==> config.mk <==
export PLATFORM = sky130hd
export DESIGN_NAME = touch_track
export DESIGN_NICKNAME = d
export VERILOG_FILES = /design/src/rtl/touch_pkg.sv /design/src/rtl/tt_state_ram.sv /design/src/rtl/tt_detect.sv /design/src/rtl/tt_baseline.sv /design/src/rtl/touch_track.sv
export SDC_FILE = /design/constraint.sdc
export NUM_CORES = 1
export LEC_CHECK = 0
export BUFFER_PORTS_ARGS = -buffer_cell sky130_fd_sc_hd__buf_2
export CAP_MARGIN = 20
export CORE_UTILIZATION = 55
export DETAILED_ROUTE_END_ITERATION = 8
export GPL_TIMING_DRIVEN = 0
export PLACE_DENSITY = 0.8
export SYNTH_ARGS = -nofsm -noshare
export SYNTH_HDL_FRONTEND = slang
export SYNTH_SLANG_ARGS = --single-unit
==> constraint.sdc <==
create_clock -name clk -period 14.7 [get_ports clk]
set_input_delay 0 -clock clk [delete_from_list [all_inputs] [get_ports clk]]
set_output_delay 0 -clock clk [all_outputs]
set_load 0.1 [all_outputs]
==> src/rtl/touch_pkg.sv <==
package touch_pkg;
  // What happens to the baseline of the strobed sensor on one scan.
  typedef enum logic [1:0] {
    BL_SEED   = 2'd0,  // first scan after reset: load raw count
    BL_KEEP   = 2'd1,  // hold the baseline
    BL_FOLLOW = 2'd2,  // low-pass step toward the raw count
    BL_SNAP   = 2'd3   // low-count recovery: load raw count
  } bl_act_e;
endpackage

==> src/rtl/tt_state_ram.sv <==
module tt_state_ram #(
  parameter int DEPTH = 8,
  parameter int WIDTH = 28,
  parameter int AW    = 3
) (
  input  logic             clk,
  input  logic             we,
  input  logic [AW-1:0]    addr,
  input  logic [WIDTH-1:0] wdata,
  output logic [WIDTH-1:0] rdata
);
  logic [WIDTH-1:0] mem [DEPTH];

  always_ff @(posedge clk) begin
    if (we) mem[addr] <= wdata;
  end

  assign rdata = mem[addr];
endmodule

==> src/rtl/tt_detect.sv <==
module tt_detect #(
  parameter int CNT_W = 16,
  parameter int THR_W = 8,
  parameter int DB_W  = 4
) (
  input  logic [CNT_W-1:0] diff,
  input  logic             on_cur,
  input  logic [DB_W-1:0]  db_cur,
  input  logic [THR_W-1:0] thr,
  input  logic [THR_W-1:0] hyst,
  input  logic [DB_W-1:0]  deb,
  output logic             on_nxt,
  output logic [DB_W-1:0]  db_nxt
);
  localparam int CW = CNT_W + THR_W + 1;

  logic [CW-1:0]   up_lim, lo_lim, dz;
  logic [DB_W:0]   need, cnt1;

  always_comb begin
    dz     = CW'(diff);
    up_lim = CW'(thr) + CW'(hyst);
    lo_lim = (thr > hyst) ? (CW'(thr) - CW'(hyst)) : '0;
    need   = (deb == '0) ? (DB_W+1)'(1) : {1'b0, deb};
    cnt1   = {1'b0, db_cur} + (DB_W+1)'(1);
  end

  always_comb begin
    on_nxt = on_cur;
    db_nxt = '0;
    if (!on_cur) begin
      if (dz > up_lim) begin
        if (cnt1 >= need) on_nxt = 1'b1;
        else              db_nxt = DB_W'(cnt1);
      end
    end else if (dz < lo_lim) begin
      on_nxt = 1'b0;
    end
  end
endmodule

==> src/rtl/tt_baseline.sv <==
module tt_baseline
  import touch_pkg::*;
#(
  parameter int CNT_W = 16,
  parameter int THR_W = 8,
  parameter int LBR_W = 8,
  parameter int SHIFT = 3
) (
  input  logic             seen,
  input  logic [CNT_W-1:0] raw,
  input  logic [CNT_W-1:0] base,
  input  logic [LBR_W-1:0] low_cur,
  input  logic [CNT_W-1:0] diff,
  input  logic [THR_W-1:0] neg_thr,
  input  logic [THR_W-1:0] noise_thr,
  input  logic [LBR_W-1:0] low_need,
  input  logic             autoreset,
  output bl_act_e          act,
  output logic [CNT_W-1:0] base_nxt,
  output logic [LBR_W-1:0] low_nxt
);
  localparam int EW = CNT_W + THR_W + 2;

  logic [EW-1:0]        raw_plus, base_ext;
  logic                 is_low;
  logic [LBR_W:0]       need, cnt1;
  logic signed [EW-1:0] err, step, sum;

  always_comb begin
    raw_plus = EW'(raw) + EW'(neg_thr);
    base_ext = EW'(base);
    is_low   = raw_plus < base_ext;
    need     = (low_need == '0) ? (LBR_W+1)'(1) : {1'b0, low_need};
    cnt1     = {1'b0, low_cur} + (LBR_W+1)'(1);
    err      = $signed(EW'(raw)) - $signed(base_ext);
    step     = err >>> SHIFT;
    sum      = $signed(base_ext) + step;
  end

  always_comb begin
    if (!seen)                                        act = BL_SEED;
    else if (is_low && cnt1 >= need)                  act = BL_SNAP;
    else if (autoreset || (EW'(diff) < EW'(noise_thr))) act = BL_FOLLOW;
    else                                              act = BL_KEEP;
  end

  always_comb begin
    case (act)
      BL_SEED, BL_SNAP: base_nxt = raw;
      BL_FOLLOW:        base_nxt = CNT_W'(sum);
      default:          base_nxt = base;
    endcase
    low_nxt = (seen && is_low && act != BL_SNAP) ? LBR_W'(cnt1) : '0;
  end
endmodule

==> src/rtl/touch_track.sv <==
module touch_track
  import touch_pkg::*;
#(
  parameter int NUM_SENS = 8,
  parameter int CNT_W    = 16,
  parameter int THR_W    = 8,
  parameter int LBR_W    = 8,
  parameter int DB_W     = 4,
  parameter int SHIFT    = 3,
  parameter int SEL_W    = (NUM_SENS > 1) ? $clog2(NUM_SENS) : 1
) (
  input  logic                clk,
  input  logic                rst,
  input  logic                raw_valid,
  input  logic [SEL_W-1:0]    raw_sel,
  input  logic [CNT_W-1:0]    raw_count,
  input  logic [THR_W-1:0]    cfg_finger_thr,
  input  logic [THR_W-1:0]    cfg_hyst,
  input  logic [THR_W-1:0]    cfg_noise_thr,
  input  logic [THR_W-1:0]    cfg_neg_noise_thr,
  input  logic [LBR_W-1:0]    cfg_low_reset,
  input  logic [DB_W-1:0]     cfg_debounce,
  input  logic                cfg_autoreset,
  output logic                diff_valid,
  output logic [CNT_W-1:0]    diff_count,
  output logic [SEL_W-1:0]    diff_sel,
  output logic [NUM_SENS-1:0] touch,
  output logic                any_touch
);
  localparam int ST_W = CNT_W + LBR_W + DB_W;

  logic [ST_W-1:0]     rd_word, wr_word;
  logic [CNT_W-1:0]    cur_base, base_nxt, diff_c;
  logic [LBR_W-1:0]    cur_low, low_nxt;
  logic [DB_W-1:0]     cur_db, det_db, db_w;
  logic                cur_seen, cur_on, det_on, on_w;
  logic [NUM_SENS-1:0] seen_q, on_q, on_next_vec;
  bl_act_e             bl_act;

  // Per-sensor counters and baseline in one inferable memory.
  tt_state_ram #(.DEPTH(NUM_SENS), .WIDTH(ST_W), .AW(SEL_W)) u_ram (
    .clk   (clk),
    .we    (raw_valid),
    .addr  (raw_sel),
    .wdata (wr_word),
    .rdata (rd_word)
  );

  assign {cur_base, cur_low, cur_db} = rd_word;
  assign cur_seen = seen_q[raw_sel];
  assign cur_on   = on_q[raw_sel] & cur_seen;

  always_comb begin
    if (cur_seen && (raw_count > cur_base)) diff_c = raw_count - cur_base;
    else                                    diff_c = '0;
  end

  tt_detect #(.CNT_W(CNT_W), .THR_W(THR_W), .DB_W(DB_W)) u_det (
    .diff   (diff_c),
    .on_cur (cur_on),
    .db_cur (cur_seen ? cur_db : '0),
    .thr    (cfg_finger_thr),
    .hyst   (cfg_hyst),
    .deb    (cfg_debounce),
    .on_nxt (det_on),
    .db_nxt (det_db)
  );

  tt_baseline #(.CNT_W(CNT_W), .THR_W(THR_W), .LBR_W(LBR_W), .SHIFT(SHIFT)) u_bl (
    .seen      (cur_seen),
    .raw       (raw_count),
    .base      (cur_base),
    .low_cur   (cur_seen ? cur_low : '0),
    .diff      (diff_c),
    .neg_thr   (cfg_neg_noise_thr),
    .noise_thr (cfg_noise_thr),
    .low_need  (cfg_low_reset),
    .autoreset (cfg_autoreset),
    .act       (bl_act),
    .base_nxt  (base_nxt),
    .low_nxt   (low_nxt)
  );

  assign on_w    = cur_seen ? det_on : 1'b0;
  assign db_w    = cur_seen ? det_db : '0;
  assign wr_word = {base_nxt, low_nxt, db_w};

  always_comb begin
    on_next_vec = on_q;
    if (raw_valid) begin
      for (int k = 0; k < NUM_SENS; k++) begin
        if (raw_sel == SEL_W'(k)) on_next_vec[k] = on_w;
      end
    end
  end

  // Per-sensor flag registers.
  for (genvar g = 0; g < NUM_SENS; g++) begin : g_sens
    always_ff @(posedge clk) begin
      if (rst) begin
        seen_q[g] <= 1'b0;
        on_q[g]   <= 1'b0;
      end else if (raw_valid && raw_sel == SEL_W'(g)) begin
        seen_q[g] <= 1'b1;
        on_q[g]   <= on_w;
      end
    end
  end

  always_ff @(posedge clk) begin
    if (rst) begin
      diff_valid <= 1'b0;
      diff_count <= '0;
      diff_sel   <= '0;
      any_touch  <= 1'b0;
    end else begin
      diff_valid <= raw_valid;
      any_touch  <= |on_next_vec;
      if (raw_valid) begin
        diff_count <= diff_c;
        diff_sel   <= raw_sel;
      end
    end
  end

  assign touch = on_q;
endmodule

; ---- After elaboration in Yosys (flattened, before gate mapping)
; Memory sizes are Yosys's and may differ from the RTL's.
; Cells that the tools add are included.
[classes]
n_reduce_logical = 19
add_sub_neg = 8
eq_ne = 10
bitwise_logic = 1
magnitude_cmp = 9
mux = 35
[op_table]
columns = operator, count
row1 = $mux 8, 4
row2 = $pmux 16 s2, 1
row3 = $lt 26x16->1, 1
row4 = $gt 16x25->1, 1
row5 = $lt 16x25->1, 1
row6 = $mux 25, 1
row7 = $mux 4, 6
row8 = $add 16x8->17, 1
row9 = $mux 1, 17
row10 = $sub 16x16->17, 1
row11 = $add 16x16->16, 1
row12 = $gt 16x16->1, 1
row13 = $lt 16x8->1, 1
row14 = $mux 16, 1
row15 = $sub 16x16->16, 1
row16 = $eq 3x3->1 const B, 4
row17 = $logic_and 1x1->1, 12
row18 = $add 8x1->9 const B, 1
row19 = $add 8x8->9, 1
row20 = $ge 9x9->1, 1
row21 = $sub 8x8->9, 1
row22 = $gt 8x8->1, 1
row23 = $logic_not 8->1, 1
row24 = $reduce_or 8->1, 1
row25 = 15 further kinds, 20
[word_totals]
ram_bits = 224
wordCells = 103
reg_bits = 37
in_bits = 67
out_inout_bits = 29
mem_count = 1
[memory_table]
columns = name, depth, width, read_ports, rd_clocked_by_memory_dff, write_ports, line
row1 = u_ram.mem, 8, 28, 1, 0, 1, tt_state_ram.sv:12  ; logic [WIDTH-1:0] mem [DEPTH];

; ---- Depth between registers and ports, before layout
[depth]
word_depth = 12
mapped_depth = 31
mapped_depth_nobuf = 22

; ---- Modules after synthesis
; Synthesis repeated with hierarchy kept, for this count alone.
[unflattened]
cells_unflattened = 1306
hier_area_um2 = 15678.8
[modules_own_cells]
columns = module, cells_per_inst, seq_area_each_um2, area_per_inst_um2, instances
row1 = tt_state_ram, 369, 6726.5, 8647.0, 1
row2 = tt_baseline, 426, 0.0, 2927.8, 1
row3 = touch_track, 318, 740.7, 2620.0, 1
row4 = tt_detect, 193, 0.0, 1483.9, 1

; ---- Least setup slack after synthesis
; Ideal clock, no wire load.
[synth_path]
path_type = input-to-reg
startpoint = in raw_sel[0]
endpoint = mem u_ram.mem[0][13] (data pin)
n_path_buf = 6
setup_ns = 0.230
setup_slack_ns = 7.562
required_time_ns = 14.470
t_arrival_ns = 6.909
path_stages = 26
cell_sequence = buf_2 buf_2 clkbuf_1 buf_2 mux4_2 mux2i_1 ha_1 nor2b_4 o31a_1 o41a_4 a211o_2 nand2_1 buf_2 clkbuf_1 nor2b_1 ha_1 a21o_1 a21o_1 a221o_1 inv_1 o31ai_1 or4b_1 or4_4 nand2_4 mux2_2 mux2i_1
[synth_via]
elab_chain_len = 12
elab_cells_between_ends = 24
classes_between = 4 x add/sub / 4 x order compare / 2 x eq/ne / 8 x mux / 5 x reduce/logical / 1 x memory
[synth_rtl]
columns = item, line
row1 = "start, declared", touch_track.sv:15  ; input logic [SEL_W-1:0] raw_sel,
row2 = $mem_v2 8x28 / $bmux 1 s3 (equally long branches), -
row3 = $gt 16x16->1 / $mux 1 (equally long branches), "touch_track.sv:54, touch_track.sv:50"
row4 = $logic_and 1x1->1, touch_track.sv:54  ; if (cur_seen && (raw_count > cur_base)) diff_c = raw_count - cur_base;
row5 = $mux 16 *, touch_track.sv:54
row6 = net diff_c[5], touch_track.sv:33  ; logic [CNT_W-1:0] cur_base, base_nxt, diff_c;
row7 = $lt 16x8->1 *, tt_baseline.sv:43  ; else if (autoreset || (EW'(diff) < EW'(noise_thr))) act = BL_FOLLOW;
row8 = $logic_or 1x1->1 *, tt_baseline.sv:43
row9 = $mux 2 *, tt_baseline.sv:43
row10 = $mux 2 *, tt_baseline.sv:42  ; else if (is_low && cnt1 >= need) act = BL_SNAP;
row11 = $mux 2 *, tt_baseline.sv:41  ; if (!seen) act = BL_SEED;
row12 = $eq 2x2->1 / $logic_not 2->1 (equally long branches), tt_baseline.sv:48  ; case (act)
row13 = $reduce_or 2->1, tt_baseline.sv:48
row14 = $pmux 16 s2 *, tt_baseline.sv:48
row15 = net base_nxt[1], touch_track.sv:33
row16 = "end, declared", tt_state_ram.sv:12
; The timed path passes the listed nets; every way through them passes the cells marked *. The select of a mux whose other input is x is not followed.

; ---- Final worst setup path
[layout_path]
startpoint = in raw_sel[1]
endpoint = mem u_ram.mem[1][13] (data pin)
; The elaborated chain is that of the path after synthesis.

==> key figures <==
Die
  • Starting density of the core: 56.4%
  • Chip width: ~170 um
  • Top Ports: 96
  • Die outline area: approximately 28000 um2
  • Chip height: 166 um
  • Std-Cell Rows: slightly below 60
  • Core Footprint: 26200 um2

Clock tree
  • Worst skew pair latency: 0.57 ns
  • Cts repair resizes: 0
  • Root Driver: clkbuf_16
  • CTS Buf Count: 26
  • Clock tree sinks: 261
  • Depth of the CTS H-tree: 1
  • TritonCTS clock tree: done
  • Clock buffer depth: 3
  • Clock-pin slew on the worst setup and hold paths: 0.07 ns

Logic synthesis
  • Post-synth EDFFs: between 200 and 250
  • Yosys reg bits: 261
  • Cell Area, Synth: roughly 15000 um2
  • Syn avg cell area: 12.2 um2
  • Mapped Cells: between 1000 and 1500
  • Top_reg_cell synth: edfxtp_1
  • Synth warnings: 0
  • Number of unique standard cell types used by synthesis: 70
  • Register area share after synthesis: approximately 51%
  • Fraction of registers with async set/reset: 0%
  • Syn_nets: approximately 1400

Finish
  • Share of cells above drive strength 1: between 10% and 20%
  • Fin nets: 1533
  • Most frequent cells in the layout: 224 x edfxtp_1, 118 x nor2_1, 110 x ha_1
  • Cell area after layout: 16900 um2
  • Synthesis-to-layout area growth: 14.5%
  • Most common cell after layout, fill and taps aside: edfxtp_1
  • Fin cells: 1708

Route
  • First-pass DRT Iterations: 7
  • Routed Antenna Nets: 0
  • Vias per cell: ~6.3
  • Via count: 10727
  • WL/cell: 22.3 um
  • Drt initial violations: 1225
  • DR DRC count: 18
  • Final WL: about 38 mm

Worst setup path
  • Reg-to-reg critical path endpoint: u_ram.mem[1][13]$_DFFE_PP_
  • Critical path required time: 14.92 ns
  • Max incr delay on CP: 0.83 ns
  • Reg2Reg Depth: 22
  • Worst Path Max Fanout: 10
  • Element type at the critical path start: input pin
  • CP Buf/Inv Count: 8
  • Worst reg2reg startpoint: u_ram.mem[2][13]$_DFFE_PP_
  • Critical Path AT: 9.38 ns
  • Crit end category: flip-flop
  • Slowest cell on the critical path: mux2i_1
  • Crit Path Class: in2reg
  • Crit-path leading delay family: buffers and inverters
  • Reg2Reg Setup Slack: about 6.7 ns

Min path
  • Worst Hold Class: in2reg
  • Worst Hold Depth: 3
  • Hold path start: raw_valid
  • Hold worst-path end: diff_sel[2]$_SDFFE_PP0P_

GRT
  • Antenna violations before repair: 1
  • Global-route wire length before repair: a little under 60 mm
  • Total GRT Usage: between 20 and 30%
  • Vias in the first global route: 10567
  • Congestion Overflow GR: 0
  • Largest net degree at the start of global routing: 26

Place
  • GP Congestion: 0.923
  • Placed insts: 1652
  • Port bufs: 92
  • Area of placed instances: 15900 um2
  • DP Worst Slack: 5.25 ns
  • DP Wirelength: 27.6 mm

Timing
  • Relative slew margins: roughly 28%
  • FMAX: roughly 0.11 GHz
  • Final setup violation count: 0
  • Final min period: 9.16 ns
  • Final Skew: 0.0311 ns
  • Final WS setup: 5.54 ns
  • Setup Total Neg Slack: 0 ns
  • Crit share post-route: 62.3%
  • Worst slew pin tran: 1.04 ns
  • Final Hold Vio Count: 0
  • Unrepaired setup endpoints after global routing: no
  • Fin. max-slew vios: 0

Status
  • Failing checks: DRC
  • Run status: complete, but fails checks

Job
  • Max-cap violations: 0

Power
  • Lkg Pwr: slightly below 7 nW
  • Power Total: 1.98 mW
  • Pwr dens: around 120 nW/um2
  • Worst vdd ir: 0.108 mV
## logic make-up after synthesis
kind of cell | count (synthesis) | share of synthesized area [%]
buffers and inverters | 118 | 3.11
XOR/XNOR | 51 | 3.11
flip-flops | 261 | 50.5
adder cells (fa/ha/maj) | 117 | 10.1
AND/OR/NAND/NOR | 342 | 10.9
AO/OA/AOI/OAI | 206 | 9.34
multiplexers | 118 | 12.9
## worst max path at each step
| stage | startpoint | to | depth (start not counted) | slack, ns |
|---|---|---|---|---|
| CTS | raw_sel[1] | u_ram.mem[4][13]$_DFFE_PP_ | 27 | 5.78 |
| finish | raw_sel[1] | u_ram.mem[1][13]$_DFFE_PP_ | 27 | 5.54 |
| global placement | raw_sel[1] | u_ram.mem[0][13]$_DFFE_PP_ | 27 | 5.44 |
| global route | raw_sel[1] | u_ram.mem[4][13]$_DFFE_PP_ | 27 | 5.21 |
| detailed placement | raw_sel[1] | u_ram.mem[1][13]$_DFFE_PP_ | 27 | 5.25 |
| floorplan | raw_sel[0] | u_ram.mem[0][13]$_DFFE_PP_ | 26 | 7.56 |
## tightest hold or removal path, cell delays in order
cell	delay, ns
clkbuf_1	0.21
nand2b_1	0.21
a21oi_1	0.14
## cells in the mapped netlist, drive strengths merged, types with 3 or more instances
cell	number	area share [%]
nor2b	18	0.81
o21bai	8	0.41
a211o	4	0.25
a21boi	3	0.15
mux2	6	0.48
nand3	16	0.54
edfxtp	224	46
o211ai	6	0.30
xor2	20	1.2
a221oi	3	0.18
ha	110	9.3
fa	5	0.68
and3	20	0.85
o22ai	4	0.17
and4	5	0.30
nand2	88	2.3
nor2	124	3.1
or2	4	0.17
a21oi	65	2.3
nand4	11	0.47
or3	4	0.17
nor4	3	0.13
o21ai	29	0.98
mux4	57	8.7
o31ai	7	0.36
buf	18	0.58
and2	3	0.13
a2111oi	3	0.18
xnor2	30	1.8
o21a	8	0.41
a311oi	3	0.18
nand2b	19	0.80
nand3b	3	0.15
nor3	19	0.64
clkbuf	25	0.63
inv	75	1.9
mux2i	55	3.7
a31oi	8	0.34
dfxtp	37	5.0
a211oi	18	0.98
a21o	20	1.0
## sequential cells by signal, summed over array words and instances (netlist names)
name,count
diff_count,16
diff_valid,1
seen_q,8
diff_sel,3
any_touch,1
touch,8
u_ram.mem,224
## power breakdown
part | switching, mW | internal [mW]
registers | 0.00526 | 0.823
clock network | 0.296 | 0.408
logic | 0.276 | 0.175
total | 0.577 | 1.41
## cell type report
class                      count  area, um2
inverter                      75        282
clock inverter                17        203
buffer                        43        179
antenna                        2       5.00
tap                          335        419
sequential                   261       7470
fill                        1864       9280
multi-input combinational    834       6910
timing repair buffer         110        738
clock buffer                  31        722
## layer usage
metal,vias up,track usage [%],wire length [um]
met3,93,4.60,3720
met4,0,10.3,1210
li1,4826,-,-
met5,-,0,0
met2,607,45.9,18000
met1,5201,37.7,15200
## timing repair
| item | in CTS | in global routing |
|---|---|---|
| buffers inserted | 0 | 0 |
| hold buffers | 6 | 0 |
| endpoints found under the hold margin | 28 | 0 |
## through the flow
stage | utilization (%) | hold slack (ns)
floorplan | - | 0.267
global placement | 59.8 | 0.454
detailed placement | 60.8 | 0.467
CTS | 64.6 | 0.0139
global route | 64.6 | 0.0330
finish | 64.6 | 0.0312
Power figures use the tool's default switching activity.
